`src/rtl/fpcb_pkg.sv`:
```
package fpcb_pkg;
  typedef enum logic [1:0] {
    K_BRANCH = 2'd0,
    K_LOOP   = 2'd1,
    K_TRAP   = 2'd2,
    K_RSVD   = 2'd3
  } flow_kind_e;

  localparam int unsigned TRAP_VECTOR = 7;
endpackage

```
`src/rtl/fpcb_disp.sv`:
```
// Builds a sign-extended displacement from one or two 16-bit words.
module fpcb_disp #(
  parameter int unsigned AW = 32
) (
  input  logic          long_sel,
  input  logic [15:0]   word_a,
  input  logic [15:0]   word_b,
  output logic [AW-1:0] disp
);
  logic [31:0] raw;

  always_comb begin
    if (long_sel) raw = {word_a, word_b};
    else          raw = {{16{word_a[15]}}, word_a};
  end

  generate
    if (AW == 32) begin : g_exact
      assign disp = raw;
    end else begin : g_wide
      assign disp = {{(AW-32){raw[31]}}, raw};
    end
  endgenerate
endmodule

```
`src/rtl/fpcb_loop.sv`:
```
// Decrements the low part of the counter and flags the terminal value.
module fpcb_loop #(
  parameter int unsigned CW = 32,
  parameter int unsigned LW = 16
) (
  input  logic [CW-1:0] cnt_in,
  output logic [CW-1:0] cnt_dec,
  output logic          expired
);
  logic [LW-1:0] low_next;

  assign low_next = cnt_in[LW-1:0] - LW'(1);
  assign expired  = (low_next == {LW{1'b1}});

  generate
    if (CW > LW) begin : g_keep_upper
      assign cnt_dec = {cnt_in[CW-1:LW], low_next};
    end else begin : g_all_low
      assign cnt_dec = low_next;
    end
  endgenerate
endmodule

```
`src/rtl/fpcb_trapsz.sv`:
```
// Decodes the trap operand-size field.
module fpcb_trapsz (
  input  logic [2:0] mode,
  output logic [2:0] size_bytes,
  output logic       legal
);
  always_comb begin
    legal      = 1'b1;
    size_bytes = 3'd0;
    unique case (mode)
      3'b100:  size_bytes = 3'd0;
      3'b010:  size_bytes = 3'd2;
      3'b011:  size_bytes = 3'd4;
      default: legal = 1'b0;
    endcase
  end
endmodule

```
`src/rtl/fp_cond_flow.sv`:
```
module fp_cond_flow #(
  parameter int unsigned AW = 32,
  parameter int unsigned CW = 32,
  parameter int unsigned LW = 16,
  parameter int unsigned VW = 8
) (
  input  logic          clk,
  input  logic          rst_n,
  input  logic          req_valid,
  input  logic [1:0]    req_kind,
  input  logic [AW-1:0] instr_pc,
  input  logic [15:0]   disp_hi,
  input  logic [15:0]   disp_lo,
  input  logic          long_sel,
  input  logic [2:0]    trap_mode,
  input  logic [CW-1:0] cnt_in,
  input  logic          cond_true,
  input  logic          unord_abort,
  output logic          rsp_valid,
  output logic          pc_we,
  output logic [AW-1:0] next_pc,
  output logic          cnt_we,
  output logic [CW-1:0] cnt_out,
  output logic          trap_req,
  output logic [VW-1:0] trap_vec,
  output logic [AW-1:0] trap_ret_pc,
  output logic          illegal
);
  import fpcb_pkg::*;

  localparam logic [AW-1:0] OPC_BYTES  = AW'(2);
  localparam logic [AW-1:0] SHORT_SKIP = AW'(2);
  localparam logic [AW-1:0] LONG_SKIP  = AW'(4);
  localparam logic [VW-1:0] VEC_VAL    = VW'(TRAP_VECTOR);

  // reset: asserted asynchronously, released on a clock edge
  logic rst_meta_q, rst_sync_n;
  always_ff @(posedge clk or negedge rst_n) begin
    if (!rst_n) begin
      rst_meta_q <= 1'b0;
      rst_sync_n <= 1'b0;
    end else begin
      rst_meta_q <= 1'b1;
      rst_sync_n <= rst_meta_q;
    end
  end

  // datapath units
  logic [AW-1:0] br_disp, loop_disp;
  logic [CW-1:0] cnt_dec;
  logic          cnt_expired;
  logic [2:0]    trap_size;
  logic          trap_legal;

  fpcb_disp #(.AW(AW)) u_br_disp (
    .long_sel (long_sel),
    .word_a   (disp_hi),
    .word_b   (disp_lo),
    .disp     (br_disp)
  );

  fpcb_disp #(.AW(AW)) u_loop_disp (
    .long_sel (1'b0),
    .word_a   (disp_hi),
    .word_b   (disp_lo),
    .disp     (loop_disp)
  );

  fpcb_loop #(.CW(CW), .LW(LW)) u_loop (
    .cnt_in  (cnt_in),
    .cnt_dec (cnt_dec),
    .expired (cnt_expired)
  );

  fpcb_trapsz u_trapsz (
    .mode       (trap_mode),
    .size_bytes (trap_size),
    .legal      (trap_legal)
  );

  // next-state
  logic          n_pc_we, n_cnt_we, n_trap, n_illegal;
  logic [AW-1:0] n_next_pc, n_ret_pc, pc_base, trap_next;
  logic [CW-1:0] n_cnt;

  assign pc_base   = instr_pc + OPC_BYTES;
  assign trap_next = pc_base + AW'(trap_size);

  always_comb begin
    n_pc_we   = 1'b0;
    n_cnt_we  = 1'b0;
    n_trap    = 1'b0;
    n_illegal = 1'b0;
    n_next_pc = '0;
    n_ret_pc  = '0;
    n_cnt     = '0;
    if (req_valid) begin
      unique case (flow_kind_e'(req_kind))
        K_BRANCH: begin
          if (!unord_abort) begin
            n_pc_we = 1'b1;
            if (cond_true)     n_next_pc = pc_base + br_disp;
            else if (long_sel) n_next_pc = pc_base + LONG_SKIP;
            else               n_next_pc = pc_base + SHORT_SKIP;
          end
        end
        K_LOOP: begin
          if (!unord_abort) begin
            n_pc_we = 1'b1;
            if (cond_true) begin
              n_next_pc = pc_base + LONG_SKIP;
            end else begin
              n_cnt_we  = 1'b1;
              n_cnt     = cnt_dec;
              n_next_pc = cnt_expired ? (pc_base + LONG_SKIP)
                                      : (pc_base + loop_disp);
            end
          end
        end
        K_TRAP: begin
          if (!trap_legal) begin
            n_illegal = 1'b1;
          end else if (!unord_abort) begin
            if (cond_true) begin
              n_trap   = 1'b1;
              n_ret_pc = trap_next;
            end else begin
              n_pc_we   = 1'b1;
              n_next_pc = trap_next;
            end
          end
        end
        default: n_illegal = 1'b1;
      endcase
    end
  end

  // registers
  logic load_en;
  assign load_en = req_valid | rsp_valid;

  always_ff @(posedge clk or negedge rst_sync_n) begin
    if (!rst_sync_n) begin
      rsp_valid   <= 1'b0;
      pc_we       <= 1'b0;
      next_pc     <= '0;
      cnt_we      <= 1'b0;
      cnt_out     <= '0;
      trap_req    <= 1'b0;
      trap_vec    <= '0;
      trap_ret_pc <= '0;
      illegal     <= 1'b0;
    end else if (load_en) begin
      rsp_valid   <= req_valid;
      pc_we       <= n_pc_we;
      next_pc     <= n_next_pc;
      cnt_we      <= n_cnt_we;
      cnt_out     <= n_cnt;
      trap_req    <= n_trap;
      trap_vec    <= n_trap ? VEC_VAL : '0;
      trap_ret_pc <= n_ret_pc;
      illegal     <= n_illegal;
    end
  end
endmodule

```
`config.mk`:
```
export PLATFORM = sky130hd
export DESIGN_NAME = fp_cond_flow
export DESIGN_NICKNAME = d
export VERILOG_FILES = /design/src/rtl/fpcb_pkg.sv /design/src/rtl/fpcb_disp.sv /design/src/rtl/fpcb_loop.sv /design/src/rtl/fpcb_trapsz.sv /design/src/rtl/fp_cond_flow.sv
export SDC_FILE = /design/constraint.sdc
export NUM_CORES = 1
export LEC_CHECK = 0
export ABC_AREA = 1
export BUFFER_PORTS_ARGS = -buffer_cell sky130_fd_sc_hd__clkbuf_2
export CAP_MARGIN = 20
export CORE_MARGIN = 2
export CORE_UTILIZATION = 45
export CTS_BUF_LIST = sky130_fd_sc_hd__clkbuf_16
export DETAILED_ROUTE_END_ITERATION = 8
export MAX_ROUTING_LAYER = met4
export PLACE_DENSITY = 0.66
export SKIP_CTS_REPAIR_TIMING = 1
export SYNTH_ARGS = -nofsm -noshare
export SYNTH_HDL_FRONTEND = slang
export SYNTH_SLANG_ARGS = --single-unit
```
`constraint.sdc`:
```
create_clock -name clk -period 4.05 [get_ports clk]
set_input_delay 0.405 -clock clk [delete_from_list [all_inputs] [get_ports clk]]
set_output_delay 0.405 -clock clk [all_outputs]
set_load 0.02 [all_outputs]
```
; ---- Word level (Yosys, flattened, before mapping)
; Cells that the tools add are included.
[op_classes]
n_div = 0
mul = 0
bitwise = 1
n_eq_ne = 6
add_sub_neg = 7
reduce_logical = 3
muxes = 40
order_cmp = 0
n_shift = 0
[op_table]
columns = cell, count
row1 = $mux 32, 19
row2 = $pmux 32 s3, 1
row3 = $add 32x2->32 const B, 2
row4 = $add 32x32->32, 2
row5 = $add 32x3->32, 1
row6 = $add 32x3->32 const B, 1
row7 = $mux 31, 1
row8 = $eq 16x16->1 const B, 1
row9 = $sub 16x1->16 const B, 1
row10 = $mux 1, 15
row11 = $eq 3x2->1 const B, 2
row12 = $pmux 3 s2, 1
row13 = $pmux 1 s2, 2
row14 = $eq 3x3->1 const B, 1
row15 = $mux 3, 1
row16 = $reduce_or 3->1, 1
row17 = $eq 2x1->1 const B, 1
row18 = $eq 2x2->1 const B, 1
row19 = $logic_not 2->1, 1
row20 = $reduce_or 2->1, 1
row21 = $or 1x1->1, 1
[word_totals]
ff_bits = 111
memories = 0
ram_bits = 0
wordCells = 68
latch_bits = 0
romBits = 0

; ---- Depth between registers and ports, before layout
[depth]
ltp_word = 8
ltp_mapped = 26
depth_no_buf = 26

; ---- By module
; Synthesis repeated with hierarchy kept, for this count alone.
[hier_totals]
cells_unflattened = 2260
area_unflattened_um2 = 13281.5
[modules_own_cells]
columns = mod, n_inst, area_per_inst_um2, cells_per_inst
row1 = fp_cond_flow, 1, 11875.1, 1947
row2 = fpcb_loop, 1, 696.9, 133
row3 = fpcb_disp, 2, 334.1, 85
row4 = fpcb_trapsz, 1, 41.3, 10

; ---- Least setup slack after synthesis
; No wires, ideal clock.
[synth_path]
kind = input-to-reg
startpoint = input long_sel
endpoint = register next_pc[26]
cell_stages = 23
t_arrival_ps = 3166
setup_time_ps = 117
setup_slack_ps = 767
cell_sequence = clkbuf_1 > clkbuf_1 > clkbuf_1 > nand2_1 > o21ai_0 > ha_1 > inv_1 > fa_1 > inv_1 > nand3_1 > nand2_1 > a21boi_0 > inv_1 > nand2_1 > nand2_1 > a21oi_1 > o21ai_0 > xnor2_1 > nand2_1 > nand3_1 > nand2_1 > nand2_1 > nand2_1
[synth_via]
elab_chain_cells = 6
[synth_rtl]
columns = item, line_no
row1 = from (decl), fp_cond_flow.sv:14  ; input logic long_sel,
row2 = $mux 31, fpcb_disp.sv:13  ; if (long_sel) raw = {word_a, word_b};
row3 = $add 32x32->32, fp_cond_flow.sv:102  ; if (cond_true) n_next_pc = pc_base + br_disp;
row4 = $mux 32 *, fp_cond_flow.sv:102
row5 = $mux 32 *, fp_cond_flow.sv:100  ; if (!unord_abort) begin
row6 = $pmux 32 s3 *, fp_cond_flow.sv:98  ; unique case (flow_kind_e'(req_kind))
row7 = $mux 32 *, fp_cond_flow.sv:97  ; if (req_valid) begin
row8 = to (signal assigned), fp_cond_flow.sv:156  ; next_pc <= n_next_pc;
row9 = to (decl), fp_cond_flow.sv:21  ; output logic [AW-1:0] next_pc,
; Mark *: on every way between the ends. The rest lies on a longest branch, timed or not.
; A chain may end at the register's enable or synchronous reset.

; ---- Final worst setup path
[layout_path]
startpoint = input instr_pc[11]
endpoint = register next_pc[27]
[layout_via]
elab_chain_cells = 7
[layout_rtl]
columns = item, line_no
row1 = from (decl), fp_cond_flow.sv:11  ; input logic [AW-1:0] instr_pc,
row2 = $add 32x2->32 *, fp_cond_flow.sv:86  ; assign pc_base = instr_pc + OPC_BYTES;
row3 = $add 32x3->32 (tied with other cells), fp_cond_flow.sv:87  ; assign trap_next = pc_base + AW'(trap_size);
row4 = "$mux 32, on equally long branches", "fp_cond_flow.sv:124, fp_cond_flow.sv:103, fp_cond_flow.sv:115"
row5 = "$mux 32, on equally long branches", "fp_cond_flow.sv:123, fp_cond_flow.sv:102, fp_cond_flow.sv:110"
row6 = "$mux 32, on equally long branches", "fp_cond_flow.sv:121, fp_cond_flow.sv:100, fp_cond_flow.sv:108"
row7 = $pmux 32 s3 *, fp_cond_flow.sv:98
row8 = $mux 32 *, fp_cond_flow.sv:97
; Marks and branches as above.

==> flow_metrics.py <==
metrics = {
    "placement": {
        "gp_congestion": 1.136,
        "dp_cells": 2820,
        "dp_hpwl_um": 51660,
        "port_buffers": 210,
    },
    "synthesis": {
        "synth_seq_cells": 103,
        "synth-edff-count": 0,
        "async_flop_share_pct": 100.0,
        "ys_warn_count": 0,
        "syn_area_per_cell_um2": 6.064,
        "ys_seq_area_share_pct": 19.94,
        "synth_ff_type": "dfrtp_1",
        "syn_inst": 2132,
        "syn_area_um2": 12930,
        "yosysUniqueCellTypes": 56,
    },
    "floorplan": {
        "die-area_um2": 30100,
        "initial_core_util_pct": 45.41,
        "fp.coreArea_um2": 28470,
        "die_x_um": 173.5,
        "ioPinCount": 216,
        "num_rows": 62,
        "die_h_um": 173.5,
    },
    "job": {
        "max_cap_violations": 0,
    },
    "finish": {
        "drive_gt1_share_pct": 21.16,
        "layout.nets": 2632,
        "mostFrequentLayoutCells": "nand2_1, clkbuf_2, nor2_1, inv_1, nand3_1",
        "layout_commonest_cell": "nand2_1",
        "final_cells": 2838,
        "area_delta_synth_final_pct": 21.54,
    },
    "routing": {
        "viasPerCell": 5.719,
        "antenna_left": 0,
        "first_pass_iters": 6,
        "finalWirelength_um": 61650,
        "num_vias": 16230,
        "drtIter0Drc": 1802,
        "drcViolationCount": 0,
        "wire_per_inst_um": 21.72,
    },
    "setup_path": {
        "critPathSlowestCell": "ha_1",
        "cp_cell_sequence": "clkbuf_2 > nand2_1 > nor2_1 > nand2_1 > nor2_4 > nand2_2 > nand2_1 > nand2_1 > buf_4 > ha_1 > a21oi_1 > o21ai_0 > a21oi_1 > nand3_1 > nand2_1 > nand3_1 > nand2_1 > nand3_1 > nand3_1 > nand2_1 > nand2_1 > nand3_1 > nand2_1 > nand2_1",
        "cp.required_ps": 4300,
        "r2r_cells": 4,
        "crit_fanout": 4,
        "critPathKind": "input port to flop",
        "end_kind": "flop",
        "max_stage_delay_ps": 330,
        "cp-start-kind": "input port",
        "crit_arrival_ps": 4020,
        "cp_common_cell": "nand2_1",
    },
    "clock_network": {
        "clock_latency_ps": 370,
        "cts_tree": "built",
        "cts_made_buffers": 9,
        "root_buffer": "clkbuf_16",
        "cts.sinks": 103,
        "cts_buffer_depth": 2,
        "cts_max_level": 3,
        "clk_pin_slew_worst_paths_ps": 80,
    },
    "global_routing": {
        "overflow": 0,
        "grt_pass1_wl_um": 91830,
        "track_usage_pct": 41.48,
        "antenna_found_initial": 1,
        "grt_pass1_vias": 15320,
        "grt_max_degree": 85,
    },
    "power": {
        "p_leak_nw": 8.133,
        "powerDensity_nw_per_um2": 235.8,
        "vdd_drop_max_mv": 0.1933,
    },
    "sta": {
        "max_slew_margin_pct": 37.16,
        "setup_violations": 0,
        "tightest_slew_ps": 939.2,
        "timing.fmax_ghz": 0.2653,
        "fin_crit_ps": 3769,
        "fin_crit_sh_pct": 93.07,
        "setup_tns_ps": 0,
        "hold_slack_ps": 216.0,
        "hold_violations": 0,
        "fin_skew_ps": 10.75,
        "drv_slew": 0,
        "grt_setup_unrepaired": "no",
    },
    "hold_path": {
        "hold_class": "flop to asynchronous set/reset pin",
    },
    "outcome": {
        "status": "complete, no violations",
    },
}
==> worst max-delay path, delay by kind of cell <==
kind,cells,cell delay [ps]
and+or+nand+nor,18,2190
AOI/OAI and AO/OA,3,640
adders and majority gates,1,330
buffers and inverters,2,440
==> synth_stat cells (7+ instances only) <==
| master | n | area share [%] |
|---|---|---|
| nand2_1 | 625 | 18 |
| nor2_1 | 209 | 6.1 |
| inv_1 | 207 | 6.0 |
| nand3_1 | 186 | 7.2 |
| o21ai_0 | 150 | 5.8 |
| a21oi_1 | 125 | 4.8 |
| dfrtp_1 | 103 | 20 |
| ha_1 | 74 | 7.2 |
| xor2_1 | 58 | 3.9 |
| nand2_2 | 45 | 2.2 |
| clkbuf_1 | 36 | 1.0 |
| nand4_1 | 31 | 1.5 |
| inv_2 | 24 | 0.70 |
| nor3_1 | 23 | 0.89 |
| a32o_1 | 22 | 1.7 |
| nor2_2 | 21 | 1.0 |
| xnor2_1 | 20 | 1.4 |
| nor2_4 | 19 | 1.7 |
| o21ai_1 | 17 | 0.66 |
| o211ai_1 | 12 | 0.70 |
| a21o_1 | 11 | 0.64 |
| buf_2 | 10 | 0.39 |
| or2_2 | 9 | 0.44 |
| a31oi_1 | 8 | 0.39 |
| buf_4 | 8 | 0.46 |
| o22ai_1 | 8 | 0.39 |
| nand3b_1 | 7 | 0.41 |
==> flip-flops by register name (all words and copies together) (netlist names) <==
signal	count
cnt_out	32
next_pc	32
trap_ret_pc	32
cnt_we	1
illegal	1
pc_we	1
rsp_valid	1
rst_meta_q	1
rst_sync_n	1
trap_vec	1
==> per-stage QoR <==
step	utilization, %	power (W)	setup WS [ps]	area [um^2]
2_1_floorplan	-	0.002039	767.1	12940
3_3_place_gp	54.06	0.002749	76.05	15390
3_5_place_dp	54.06	0.002750	31.23	15390
4_1_cts	55.15	0.003665	407.4	15700
5_1_grt	55.19	0.003881	58.08	15710
6_report	55.19	0.003705	280.6	15710
==> routing by layer <==
metal	vias up	global-route usage [%]	part of all wire (%)	routed length, um
met5	-	-	0	0
met4	0	22.88	6.7	4137
met3	193	7.654	10	6326
met2	946	63.13	43	26550
met1	7459	52.03	40	24640
li1	7632	-	-	-
==> worst paths after layout <==
check                        startpoint           to  slack, ps
min reg2reg                  rst_sync_n  cnt_out[26]        220
min                          rst_sync_n  cnt_out[26]        220
max in group asynchronous    rst_sync_n   cnt_out[0]       2800
min in group clk              cnt_in[0]   cnt_out[0]        280
max reg2reg                   rsp_valid   cnt_out[2]       2550
max                        instr_pc[11]  next_pc[27]        280
==> area by class of cell <==
class	count	area, um^2
tap	384	480.5
antenna	1	2.502
sequential	103	2581
clock buffer	9	225.2
clock inverter	7	86.33
multi-input combinational	1738	9216
fill	2969	12760
timing repair buffer	361	2237
inverter	235	884.6
==> cell families after synthesis <==
| group | after synthesis | synth area share (%) |
|---|---|---|
| AND/OR/NAND/NOR | 1197 | 41.27 |
| XOR/XNOR | 79 | 5.410 |
| AO/OA/AOI/OAI | 379 | 16.73 |
| flip-flops | 103 | 19.94 |
| adder cells (fa/ha/maj) | 77 | 7.626 |
| other | 2 | 0.05809 |
| buffers and inverters | 295 | 8.971 |
==> power breakdown <==
group,switching (W),internal (W)
combinational,0.00113,0.000573
clock,0.000470,0.000446
sequential,0.0000290,0.00106
Note: power is estimated with default switching activity, not from simulation.
